`src/rtl/cfg_chain_pkg.sv`:
```
package cfg_chain_pkg;

  typedef enum logic [1:0] {
    PM_SER_SLV = 2'd0,
    PM_SER_MST = 2'd1,
    PM_PAR_SLV = 2'd2,
    PM_RSVD    = 2'd3
  } port_mode_e;

  typedef enum logic [1:0] {
    CO_OFF    = 2'd0,
    CO_BYPASS = 2'd1,
    CO_FLOW   = 2'd2,
    CO_RSVD   = 2'd3
  } chain_opt_e;

  // decoded selection captured at start of configuration
  typedef struct packed {
    logic par;
    logic master;
    logic bypass;
    logic flow;
  } cfg_sel_t;

  function automatic cfg_sel_t decode_sel(input logic [1:0] pm, input logic [1:0] co);
    cfg_sel_t s;
    s.par    = (pm == PM_PAR_SLV);
    s.master = (pm == PM_SER_MST);
    s.bypass = (co == CO_BYPASS);
    // handoff of the chip-select only makes sense on the byte-wide bus
    s.flow   = (co == CO_FLOW) && (pm == PM_PAR_SLV);
    return s;
  endfunction

endpackage

```
`src/rtl/cfg_chain_ctrl.sv`:
```
module cfg_chain_ctrl
  import cfg_chain_pkg::*;
#(
  parameter int LEN_W = 16,
  parameter int MDIV  = 4
) (
  input  logic             clk,
  input  logic             rst,
  input  logic             start_i,
  input  logic [1:0]       port_mode_i,
  input  logic [1:0]       chain_opt_i,
  input  logic [LEN_W-1:0] len_i,
  input  logic             ser_vld_i,
  input  logic             par_vld_i,
  input  logic             wake_i,
  output logic             sel_par_o,
  output logic             sel_off_o,
  output logic             active_o,
  output logic             done_o,
  output logic             wake_o,
  output logic             fwd_o,
  output logic             ser_tick_o,
  output logic             cs_n_o,
  output logic             hold_o,
  output logic             mclk_o
);

  localparam int DIV_W = (MDIV > 1) ? $clog2(MDIV) : 1;
  localparam logic [DIV_W-1:0] DIV_LAST = DIV_W'(MDIV - 1);

  cfg_sel_t         sel_in, sel_q;
  logic             active_q, done_q, wake_q, fwd_q, cs_n_q, hold_q, mclk_q;
  logic [LEN_W-1:0] len_q, cnt_q;
  logic [DIV_W-1:0] div_q;
  logic             ser_tick, take_local, last_unit, wake_hit, zero_len;

  assign sel_in     = decode_sel(port_mode_i, chain_opt_i);
  assign zero_len   = (len_i == '0);
  assign ser_tick   = active_q && !sel_q.par && !wake_q && (sel_q.master ? mclk_q : ser_vld_i);
  assign take_local = active_q && !done_q && (sel_q.par ? par_vld_i : ser_tick);
  assign last_unit  = ((cnt_q + LEN_W'(1)) == len_q);
  assign wake_hit   = active_q && done_q && !wake_q && wake_i;

  always_ff @(posedge clk) begin
    if (rst) begin
      active_q <= 1'b0;
      sel_q    <= '0;
      len_q    <= '0;
      cnt_q    <= '0;
      done_q   <= 1'b0;
      wake_q   <= 1'b0;
      fwd_q    <= 1'b0;
      cs_n_q   <= 1'b1;
      hold_q   <= 1'b0;
      div_q    <= '0;
      mclk_q   <= 1'b0;
    end else if (start_i) begin
      active_q <= 1'b1;
      sel_q    <= sel_in;
      len_q    <= len_i;
      cnt_q    <= '0;
      done_q   <= zero_len;
      wake_q   <= 1'b0;
      fwd_q    <= zero_len && sel_in.bypass;
      cs_n_q   <= !(zero_len && sel_in.flow);
      hold_q   <= sel_in.par && !(zero_len && sel_in.flow);
      div_q    <= '0;
      mclk_q   <= 1'b0;
    end else if (active_q) begin
      if (take_local) begin
        cnt_q <= cnt_q + LEN_W'(1);
        if (last_unit) begin
          done_q <= 1'b1;
          fwd_q  <= sel_q.bypass;
          if (sel_q.flow) begin
            cs_n_q <= 1'b0;
            hold_q <= 1'b0;
          end
        end
      end
      if (wake_hit) begin
        wake_q <= 1'b1;
        fwd_q  <= 1'b0;
        hold_q <= 1'b0;
      end
      if (sel_q.master && !wake_q) begin
        div_q  <= (div_q == DIV_LAST) ? '0 : div_q + DIV_W'(1);
        mclk_q <= (div_q == DIV_LAST);
      end else begin
        mclk_q <= 1'b0;
      end
    end
  end

  assign sel_par_o  = sel_q.par;
  assign sel_off_o  = !sel_q.bypass && !sel_q.flow;
  assign active_o   = active_q;
  assign done_o     = done_q;
  assign wake_o     = wake_q;
  assign fwd_o      = fwd_q;
  assign ser_tick_o = ser_tick;
  assign cs_n_o     = cs_n_q;
  assign hold_o     = hold_q;
  assign mclk_o     = mclk_q;

  // next device selected only after a completed parallel flow-through load
  a_r8_cs_only_flow: assert property (@(posedge clk) disable iff (rst)
    !cs_n_q |-> (done_q && sel_q.flow));

  // never consume more units than programmed
  a_r3_cnt_bound: assert property (@(posedge clk) disable iff (rst)
    cnt_q <= len_q);

  // bypass forwarding persists until wake or restart
  a_r12_fwd_hold: assert property (@(posedge clk) disable iff (rst)
    (fwd_q && !start_i && !wake_i) |=> fwd_q);

  // the master strobe is a single-cycle pulse
  a_r7_mclk_single: assert property (@(posedge clk) disable iff (rst)
    ((MDIV > 1) && mclk_q) |=> !mclk_q);

  // wake latch only sets once the local payload is in
  a_r11_wake_after_done: assert property (@(posedge clk) disable iff (rst)
    wake_q |-> done_q);

endmodule

```
`src/rtl/cfg_chain_bypass.sv`:
```
module cfg_chain_bypass #(
  parameter int BYTE_W = 8
) (
  input  logic              clk,
  input  logic              rst,
  input  logic              start_i,
  input  logic              par_mode_i,
  input  logic              chain_off_i,
  input  logic              active_i,
  input  logic              done_i,
  input  logic              wake_done_i,
  input  logic              fwd_en_i,
  input  logic              ser_tick_i,
  input  logic              ser_din_i,
  input  logic [BYTE_W-1:0] par_d_i,
  input  logic              par_vld_i,
  output logic              dout_o,
  output logic              stb_o,
  output logic              rdy_o
);

  localparam int LEFT_W = (BYTE_W > 2) ? $clog2(BYTE_W) : 1;
  localparam logic [LEFT_W-1:0] LEFT_FULL = LEFT_W'(BYTE_W - 1);

  logic              byp_q, stb_q;
  logic [BYTE_W-1:0] sh_q;
  logic [LEFT_W-1:0] left_q;
  logic              rdy, accept;

  // ready is a decode of registered state only
  assign rdy = active_i && par_mode_i && !wake_done_i &&
               (!done_i || chain_off_i || (fwd_en_i && (left_q == '0)));
  assign accept = fwd_en_i && par_mode_i && par_vld_i && rdy;

  always_ff @(posedge clk) begin
    if (rst || start_i) begin
      byp_q  <= 1'b1;
      stb_q  <= 1'b0;
      sh_q   <= '0;
      left_q <= '0;
    end else if (!fwd_en_i) begin
      byp_q  <= 1'b1;
      stb_q  <= 1'b0;
      left_q <= '0;
    end else if (par_mode_i) begin
      if (accept) begin
        // bit 0 leaves on the accepting edge, the rest follow
        byp_q  <= par_d_i[0];
        sh_q   <= par_d_i >> 1;
        left_q <= LEFT_FULL;
        stb_q  <= 1'b1;
      end else if (left_q != '0) begin
        byp_q  <= sh_q[0];
        sh_q   <= sh_q >> 1;
        left_q <= left_q - LEFT_W'(1);
        stb_q  <= 1'b1;
      end else begin
        stb_q  <= 1'b0;
      end
    end else begin
      if (ser_tick_i) begin
        byp_q <= ser_din_i;
        stb_q <= 1'b1;
      end else begin
        stb_q <= 1'b0;
      end
    end
  end

  assign dout_o = byp_q;
  assign stb_o  = stb_q;
  assign rdy_o  = rdy;

  // a partly sent byte drains by one bit each clock
  a_r5_shift_count: assert property (@(posedge clk) disable iff (rst)
    ((left_q != '0) && fwd_en_i && !start_i) |=> (left_q == $past(left_q) - LEFT_W'(1)));

  // the strobe accompanies every bit of a byte in flight
  a_r5_stb_busy: assert property (@(posedge clk) disable iff (rst)
    (left_q != '0) |-> stb_q);

  // no forwarded bit unless forwarding was enabled at its edge
  a_r3_quiet_before_fwd: assert property (@(posedge clk) disable iff (rst)
    stb_q |-> $past(fwd_en_i));

endmodule

```
`src/rtl/cfg_chain_fwd.sv`:
```
module cfg_chain_fwd #(
  parameter int LEN_W  = 16,
  parameter int BYTE_W = 8,
  parameter int MDIV   = 4
) (
  input  logic              clk,
  input  logic              rst,
  input  logic              cfg_start_i,
  input  logic [1:0]        port_mode_i,
  input  logic [1:0]        chain_opt_i,
  input  logic [LEN_W-1:0]  local_len_i,
  input  logic              ser_din_i,
  input  logic              ser_vld_i,
  input  logic [BYTE_W-1:0] par_d_i,
  input  logic              par_vld_i,
  input  logic              wake_i,
  output logic              par_rdy_o,
  output logic              dout_o,
  output logic              dout_stb_o,
  output logic              cs_next_n_o,
  output logic              dbus_hold_o,
  output logic              mclk_o,
  output logic              local_done_o
);

  logic sel_par, sel_off, active, done, wake_done, fwd_en, ser_tick;

  cfg_chain_ctrl #(
    .LEN_W (LEN_W),
    .MDIV  (MDIV)
  ) u_ctrl (
    .clk         (clk),
    .rst         (rst),
    .start_i     (cfg_start_i),
    .port_mode_i (port_mode_i),
    .chain_opt_i (chain_opt_i),
    .len_i       (local_len_i),
    .ser_vld_i   (ser_vld_i),
    .par_vld_i   (par_vld_i),
    .wake_i      (wake_i),
    .sel_par_o   (sel_par),
    .sel_off_o   (sel_off),
    .active_o    (active),
    .done_o      (done),
    .wake_o      (wake_done),
    .fwd_o       (fwd_en),
    .ser_tick_o  (ser_tick),
    .cs_n_o      (cs_next_n_o),
    .hold_o      (dbus_hold_o),
    .mclk_o      (mclk_o)
  );

  cfg_chain_bypass #(
    .BYTE_W (BYTE_W)
  ) u_bypass (
    .clk         (clk),
    .rst         (rst),
    .start_i     (cfg_start_i),
    .par_mode_i  (sel_par),
    .chain_off_i (sel_off),
    .active_i    (active),
    .done_i      (done),
    .wake_done_i (wake_done),
    .fwd_en_i    (fwd_en),
    .ser_tick_i  (ser_tick),
    .ser_din_i   (ser_din_i),
    .par_d_i     (par_d_i),
    .par_vld_i   (par_vld_i),
    .dout_o      (dout_o),
    .stb_o       (dout_stb_o),
    .rdy_o       (par_rdy_o)
  );

  assign local_done_o = done;

endmodule

```
`config.mk`:
```
export PLATFORM = sky130hd
export DESIGN_NAME = cfg_chain_fwd
export DESIGN_NICKNAME = d
export VERILOG_FILES = /design/src/rtl/cfg_chain_pkg.sv /design/src/rtl/cfg_chain_ctrl.sv /design/src/rtl/cfg_chain_bypass.sv /design/src/rtl/cfg_chain_fwd.sv
export SDC_FILE = /design/constraint.sdc
export NUM_CORES = 1
export LEC_CHECK = 0
export BUFFER_PORTS_ARGS = -buffer_cell sky130_fd_sc_hd__buf_2
export CAP_MARGIN = 20
export CORE_MARGIN = 3
export CORE_UTILIZATION = 40
export CTS_CLUSTER_DIAMETER = 100
export DETAILED_ROUTE_END_ITERATION = 8
export SLEW_MARGIN = 20
export SYNTH_ARGS = -nofsm -noshare
export SYNTH_HDL_FRONTEND = slang
export SYNTH_SLANG_ARGS = --single-unit
```
`constraint.sdc`:
```
create_clock -name clk -period 2.3 [get_ports clk]
set_input_delay 0.345 -clock clk [delete_from_list [all_inputs] [get_ports clk]]
set_output_delay 0.345 -clock clk [all_outputs]
set_load 0.03 [all_outputs]
```
---- After elaboration in Yosys (flattened, before gate mapping) ----
Index checks and enable logic that the tools add are counted.
storage, ports and cells
  bits in registers ....................... 58
  bits of input ports ..................... 35
  output and inout port bits .............. 7
  word-level logic and storage cells ...... 116
operators by class
  add/subtract/negate cells ............... 3
  equality and inequality tests ........... 7
  multiplexer cells ....................... 33
  bitwise logic cells ..................... 1
  reductions and logical operators ........ 54
operators by type and width
  operator                 number
  $mux W1                  28
  $logic_and A1 B1 Y1      21
  $add A16 B1 Y16 const B  1
  $eq A16 B16 Y1           1
  $logic_not A16 Y1        1
  $mux W8                  2
  $reduce_bool A2 Y1       6
  $reduce_bool A3 Y1       4
  $reduce_and A2 Y1        5
  $reduce_and A3 Y1        3
  $reduce_and A4 Y1        2
  $eq A2 B2 Y1 const B     3
  $logic_not A1 Y1         6
  $mux W3                  2
  $eq A2 B1 Y1 const B     2
  $reduce_or A2 Y1         2
  $logic_not A3 Y1         1
  $logic_or A1 B1 Y1       3
  $ne A3 B1 Y1 const B     1
  $sub A3 B1 Y3 const B    1
  $add A2 B1 Y2 const B    1
  $mux W2                  1
  $not A1 Y1               1

---- Logic depth before layout (Yosys ltp) ----
Gate-level depths: netlist of run 1.
  word-level depth ........................ 10
  gate-level depth with buffers ........... 9
  gate-level depth less buffers ........... 8

---- Modules after synthesis ----
From an unflattened synthesis of run 1, not the netlist that was laid out.
second synthesis, totals
  cell total of the unflattened synthesis .. 372
  area, all modules ....................... 3134.3 µm²
by module, submodules not included
  module            times used  cells each  area an instance (µm²)  seq. area each (µm²)
  cfg_chain_ctrl    1           296         2474.9                  900.9
  cfg_chain_bypass  1           76          659.4                   240.2

---- Worst setup path before layout of run 1 ----
OpenSTA, ideal clock, no wires.
  path type ............................... flip-flop to flip-flop
  start ................................... register u_ctrl.cnt_q[0]
  end ..................................... register u_ctrl.hold_q, in the netlist u_ctrl.hold_o
  library setup time ...................... 0.120 ns
  data arrival time ....................... 1.957 ns
  slack ................................... 0.223 ns
  stages on the path, launching flop included .. 8
  clock period less this slack ............ 2.077 ns
  cell sequence ........................... dfxtp_1 ha_1 nand3_4 nor4_2 xnor2_1 nor4_2 nand4_2 a211o_1
on the way
  word-level cells in the longest chain between the ends .. 4
ends and longest elaborated chain
  what                          RTL line              source
  start, declared               cfg_chain_ctrl.sv:33  logic [LEN_W-1:0] len_q, cnt_q;
  start signal, assigned        cfg_chain_ctrl.sv:71  cnt_q <= cnt_q + LEN_W'(1);
  $add A16 B1 Y16               cfg_chain_ctrl.sv:41  assign last_unit = ((cnt_q + LEN_W'(1)) == len_q);
  $eq A16 B16 Y1                cfg_chain_ctrl.sv:41
  $reduce_bool A3 Y1 (no line)  -
  $reduce_and A4 Y1 (no line)   -
  end signal, assigned          cfg_chain_ctrl.sv:66  hold_q <= sel_in.par && !(zero_len && sel_in.flow);
  end, declared                 cfg_chain_ctrl.sv:32  logic active_q, done_q, wake_q, fwd_q, cs_n_q, hold_q, mclk_q;
No other way between the ends.
A chain may end at the register's enable or synchronous reset.

---- Worst setup path in the final report of run 1 ----
  start ................................... register u_ctrl.cnt_q[1]
  end ..................................... register u_ctrl.hold_q, in the netlist u_ctrl.hold_o
Same word-level chain as after synthesis.

==> results.py, run 1 <==
metrics = {
    "status": {
        "status": "finished, final reports clean",
    },
    "synthesis": {
        "synth_area_um2": 3087,
        "synth-edff-count": 0,
        "synth_xor_area_share_pct": 10.50,
        "synth_nets": 389,
        "synth-async-reset-ratio_pct": 0,
        "yosysSeqAreaShare_pct": 36.97,
        "synthAdderAreaFrac_pct": 1.621,
        "synth_common_cells": "nor2_1, dfxtp_1, xnor2_1, mux2i_1, nand2_1",
        "netlist_instances": 350,
        "synth_area_leaders": "dfxtp_1, mux2i_1, xnor2_1",
        "ys_ff_latch": 57,
        "synth_area_per_cell_um2": 8.819,
        "synth_area_leader_cell": "dfxtp_1",
        "yosys.area_share.simple_pct": 27.28,
        "yosysMostFrequentCell": "nor2_1",
        "synth_compound_gate_area_share_pct": 10.74,
        "ys_warn_count": 0,
        "synth_top_family_by_area": "simple AND/OR/NAND/NOR gates",
        "yosysTopAreaCellShare_pct": 36.97,
        "synth_cell_type_count": 54,
        "synth.area.mux_share_pct": 8.107,
        "ys.flop_type": "dfxtp_1",
    },
    "cts": {
        "cts_tree": "built",
        "cts.clk_slew.worst_paths_ns": 0.07,
        "htree_levels": 3,
        "cts_max_path_buffers": 2,
        "cts.sinks": 57,
        "hold_buffers": 0,
        "ctsRootBufferMaster": "clkbuf_8",
        "numCtsBuffers": 9,
        "clock_latency_ns": 0.34,
    },
    "power": {
        "p_total_mw": 2.057,
        "power_leakage_nw": 1.360,
        "ir_drop_mv": 0.2729,
        "powerDensity_nw_per_um2": 574.2,
    },
    "place": {
        "io_buffers": 41,
        "placed_cell_area_um2": 3369,
        "hpwlAfterDp_um": 5190,
        "dp_cells": 480,
        "dp_slack_ns": -0.03658,
        "gp_congestion": 0.8204,
    },
    "detailed_routing": {
        "drtPass1Iterations": 4,
        "wl_per_cell_um": 14.00,
        "drt-initial-drc-count": 101,
        "drt-total-wl_um": 6971,
        "viasPerCell": 5.120,
        "vias": 2550,
        "drtAntennaViolNets": 0,
        "remaining_drc_errors": 0,
    },
    "setup_path": {
        "path_max_fanout": 10,
        "rrSetupSlack_ns": 0.17,
        "timing.rr.start": "u_ctrl.cnt_q[1]$_SDFFE_PP0P_",
        "path_depth": 7,
        "crit_buf_inv": 0,
        "worstSetupPathType": "reg -> reg",
        "crit_path_start_kind": "register",
        "rr_endpoint": "u_ctrl.hold_o$_SDFFE_PP0P_",
        "critical_path.startpoint": "u_ctrl.cnt_q[1]$_SDFFE_PP0P_",
        "cpPeakStageDelay_ns": 0.42,
        "cpLargestDelayFamily": "simple AND/OR/NAND/NOR gates",
        "required_ns": 2.53,
        "cp_slowest_cell": "dfxtp_1",
        "cp-endpoint": "u_ctrl.hold_o$_SDFFE_PP0P_",
        "worstPathCellList": "ha_4 -> nand3_4 -> nor4_4 -> xnor2_1 -> nor4_2 -> nand4_2 -> a211o_1",
        "ff2ff_path_depth": 7,
        "critPathCaptureType": "register",
        "crit_arrival_ns": 2.36,
    },
    "sta": {
        "min_period_ns": 2.134,
        "setup-tns-final_ns": 0,
        "fmax_mhz": 468.6,
        "worstMarginPinSlew_ns": 0.5491,
        "final_hold_viol_count": 0,
        "skew_ns": 0.01147,
        "maxSlewViolCount": 0,
        "fin_ws_ns": 0.1658,
        "whs_ns": 0.2472,
        "slew_headroom_pct": 63.39,
        "finalCritPeriodShare_pct": 92.79,
        "rsz0062_at_grt": "false",
        "finalSetupViolations": 0,
    },
    "die": {
        "initial_core_util_pct": 41.88,
        "io_pins": 42,
        "core_region_area_um2": 7370,
        "die_h_um": 93.85,
        "die_w_um": 93.85,
        "dieArea_um2": 8807,
        "rows": 31,
    },
    "layout": {
        "instances_no_fill": 498,
        "utilization_pct": 48.61,
        "drive_gt1_share_pct": 21.80,
        "nets": 433,
        "diodes": 0,
        "fin_area_um2": 3582,
        "syn_to_final_growth_pct": 16.05,
    },
    "global_route": {
        "grt_antenna_before_repair": 0,
        "grtUsageTotal_pct": 17.68,
        "grt_max_degree": 29,
        "grt-ovfl-total": 0,
        "grt_pass1_wl_um": 12070,
        "grt_pass1_vias": 2472,
    },
    "min_path": {
        "hp-class": "in -> reg",
    },
    "run": {
        "maxCapViolations": 0,
    },
}
-- registers in the layout (all words and copies together) (netlist names) --
register and flops:
u_ctrl.cnt_q 16, u_ctrl.len_q 16, u_bypass.sh_q 7, u_bypass.left_q 3, u_ctrl.sel_q 3, u_ctrl.div_q 2, u_bypass.dout_o 1, u_bypass.stb_o 1
u_ctrl.active_o 1, u_ctrl.cs_n_o 1, u_ctrl.done_o 1, u_ctrl.fwd_o 1, u_ctrl.hold_o 1, u_ctrl.mclk_o 1, u_ctrl.sel_par_o 1, u_ctrl.wake_o 1
-- how the worst min path moves through the flow --
stage          depth (start not counted)                             to                         start
2_1_floorplan                          2   u_ctrl.div_q[1]$_SDFFE_PP0P_  u_ctrl.div_q[1]$_SDFFE_PP0P_
3_3_place_gp                           1   u_bypass.dout_o$_SDFFE_PP1P_  u_bypass.dout_o$_SDFFE_PP1P_
3_5_place_dp                           1   u_bypass.dout_o$_SDFFE_PP1P_  u_bypass.dout_o$_SDFFE_PP1P_
4_1_cts                                3  u_bypass.sh_q[6]$_SDFFE_PP0P_                    par_d_i[7]
5_1_grt                                3   u_ctrl.len_q[6]$_SDFFE_PP0P_                local_len_i[6]
6_report                               3  u_bypass.sh_q[6]$_SDFFE_PP0P_                    par_d_i[7]
-- what timing repair did --
item / 4_1_cts / 5_1_grt
pin swaps: 1 / 2
setup buffers: 2 / 0
setup endpoints to repair: 1 / 3
gates resized for setup: 2 / 4
-- cells in the final DEF, fill, tap and decap left out, drive strengths merged, types with 7 or more instances in the layout --
cell    netlist  layout
a211oi        7       7
a21oi        13      13
buf          13      54
clkbuf        8      11
dfxtp        57      57
mux2i        25      25
nand2        25      25
nand3         9       9
nor2         61      61
nor3         10      10
nor4          8       8
xnor2        27      27
xor2         10      10
-- power by group --
group | internal [mW] | switching [mW]
Clock | 0.416 | 0.410
Combinational | 0.0893 | 0.104
Sequential | 1.01 | 0.0254
-- metal layers --
metal,share of wire [%],global-route usage [%],up-vias
li1,-,-,1321
met4,2.5,8.785,0
met5,0,0,-
met3,3.4,3.446,15
met2,46,27.44,41
met1,48,23.33,1173
-- logic make-up after synthesis --
family	Yosys count
mux	25
flops	57
fa+ha+maj	4
buf+inv	26
simple gates	154
xor+xnor	37
compound gates	47
-- cell type report --
type                    count  area (µm²)
clock buffers              11       141.4
clock inverters             5       31.28
fillers                   747        3787
inverters                   5       18.77
multi-input cells         267        1821
flip-flops and latches     57        1144
well taps                  99       123.9
repair buffers             54       302.8
-- worst reg2reg max path: cells and delay by family, from the launching register on --
family          cells  cell delay (ns)
compound gates      1             0.34
xor+xnor            1             0.11
fa+ha+maj           1             0.19
flops               1             0.42
simple gates        4             0.97
Power figures use the tool's default switching activity.
==> run 2, diff against run 1 <==
--- a/config.mk
+++ b/config.mk
@@ -7,9 +7,10 @@
 export LEC_CHECK = 0
 export BUFFER_PORTS_ARGS = -buffer_cell sky130_fd_sc_hd__buf_2
 export CAP_MARGIN = 20
-export CORE_MARGIN = 3
+export CORE_ASPECT_RATIO = 1.5
 export CORE_UTILIZATION = 40
 export CTS_CLUSTER_DIAMETER = 100
+export CTS_CLUSTER_SIZE = 25
 export DETAILED_ROUTE_END_ITERATION = 8
 export SLEW_MARGIN = 20
 export SYNTH_ARGS = -nofsm -noshare
==> run 2 against run 1 <==
Compared with the run above:
- worst hold slack got worse by 0.0019 ns
- cell count unchanged
- critical endpoint is now u_ctrl.cs_n_o$_SDFFE_PP1P_
- sequential share of layout area increased by 0.21 points
- sequential cell count unchanged
- power decreased by 1.1%
- global-route usage increased by 1.5 points
- critical path depth increased by 1
- non-clock buffer count decreased by 1
- clock skew decreased by 0.0015 ns
- clock power decreased by 3.0%
==> results.py, run 2 (same netlist as run 1, synthesis figures left out) <==
metrics = {
    "cts": {
        "cts_max_path_buffers": 2,
        "cts_tree": "built",
        "cts_setup_buffers": 0,
        "clock_latency_ns": 0.34,
        "ctsRootBufferMaster": "clkbuf_8",
        "cts.clk_slew.worst_paths_ns": 0.07,
        "htree_levels": 3,
        "hold_buffers": 0,
        "numCtsBuffers": 9,
        "cts.sinks": 57,
    },
    "place": {
        "dp_slack_ns": 0.05517,
        "hpwlAfterDp_um": 5336,
        "io_buffers": 41,
        "gp_congestion": 0.9127,
    },
    "setup_path": {
        "crit_arrival_ns": 2.39,
        "path_max_fanout": 10,
        "worstSetupPathType": "reg -> reg",
        "crit_path_start_kind": "register",
        "critPathCaptureType": "register",
        "required_ns": 2.53,
        "rrSetupSlack_ns": 0.14,
    },
    "sta": {
        "maxSlewViolCount": 0,
        "finalCritPeriodShare_pct": 94.02,
        "final_hold_viol_count": 0,
        "min_period_ns": 2.163,
        "finalSetupViolations": 0,
        "rsz0062_at_grt": "false",
        "fin_ws_ns": 0.1375,
        "skew_ns": 0.009937,
        "fmax_mhz": 462.4,
        "worstMarginPinSlew_ns": 0.5515,
        "setup-tns-final_ns": 0,
        "slew_headroom_pct": 63.23,
    },
    "detailed_routing": {
        "drtAntennaViolNets": 0,
        "vias": 2575,
        "drt-initial-drc-count": 99,
        "wl_per_cell_um": 14.15,
        "remaining_drc_errors": 0,
        "drt-total-wl_um": 7046,
        "drtPass1Iterations": 4,
        "viasPerCell": 5.171,
    },
    "min_path": {
        "hp-class": "in -> reg",
    },
    "global_route": {
        "grtUsageTotal_pct": 19.19,
        "grt_pass1_vias": 2472,
        "grt-ovfl-total": 0,
        "grt_max_degree": 28,
        "grt_pass1_wl_um": 11450,
        "grt_antenna_before_repair": 0,
    },
    "power": {
        "powerDensity_nw_per_um2": 572.8,
        "power_leakage_nw": 1.332,
        "ir_drop_mv": 0.3771,
    },
    "die": {
        "die_h_um": 109.6,
        "io_pins": 42,
        "initial_core_util_pct": 41.88,
        "die_w_um": 73.73,
        "core_region_area_um2": 7370,
        "dieArea_um2": 8080,
        "rows": 38,
    },
    "layout": {
        "utilization_pct": 48.18,
        "final_cell_mix": "nor2_1, dfxtp_1, buf_2",
        "layout_top_registers": "u_ctrl.cnt_q: 16 flops, u_ctrl.len_q: 16 flops, u_bypass.sh_q: 7 flops",
        "layout_commonest_cell": "nor2_1",
        "nFillCells": 723,
        "syn_to_final_growth_pct": 15.04,
        "nets": 432,
        "diodes": 0,
        "drive_gt1_share_pct": 21.36,
    },
    "status": {
        "status": "finished, final reports clean",
    },
    "run": {
        "maxCapViolations": 0,
    },
}
==> run 2: final timing paths <==
path | startpoint | endpoint | depth (start not counted)
max reg2reg | u_ctrl.cnt_q[0]$_SDFFE_PP0P_ | u_ctrl.cs_n_o$_SDFFE_PP1P_ | 8
min | par_d_i[7] | u_bypass.sh_q[6]$_SDFFE_PP0P_ | 3
min reg2reg | u_bypass.dout_o$_SDFFE_PP1P_ | u_bypass.dout_o$_SDFFE_PP1P_ | 1
max | u_ctrl.cnt_q[0]$_SDFFE_PP0P_ | u_ctrl.cs_n_o$_SDFFE_PP1P_ | 8
==> run 2: final cells by class <==
class                      count  area (µm²)  area share (%)
multi-input combinational    267        1808           50.92
sequential                    57        1141           32.14
timing repair buffer          53       295.3           8.316
clock buffer                  10       127.6           3.594
tap                          100       125.1           3.524
clock inverter                 6       35.03          0.9866
inverter                       5       18.77          0.5285
==> run 2: critical path, stage by stage, from the launching register on <==
cell       delay (ns)
dfxtp_1          0.39
ha_2             0.24
nand3_4          0.14
nor4_2           0.34
xnor2_1          0.12
nor4_2           0.32
nand4_2          0.19
buf_4            0.19
a2bb2oi_1        0.13
==> run 2: power breakdown <==
part,internal [mW],switching (mW)
Sequential,1.01,0.0249
Clock,0.382,0.418
Combinational,0.0906,0.106
==> run 2: what timing repair did <==
action | CTS | global route
gates resized for setup | 0 | 3
setup endpoints to repair | 0 | 3
hold endpoints to repair | 0 | 0
==> run 2: through the flow <==
| step | hold WS, ns | area, µm² | power, mW | instances |
|---|---|---|---|---|
| after floorplan | 0.4400 | 3087 | 1.180 | 350 |
| after global placement | 0.4457 | 3378 | 1.254 | 482 |
| after detailed placement | 0.4492 | 3378 | 1.257 | 482 |
| after CTS | 0.2492 | 3541 | 2.049 | 498 |
| after global routing | 0.2429 | 3551 | 2.113 | 498 |
| final | 0.2453 | 3551 | 2.034 | 498 |
==> run 2: per-layer routing <==
layer	up-vias	track usage [%]	part of all wire, %
met5	-	0	0
met3	16	4.216	2.9
met2	46	34.21	52
met1	1204	20.78	42
li1	1309	-	-
met4	0	10.16	2.9
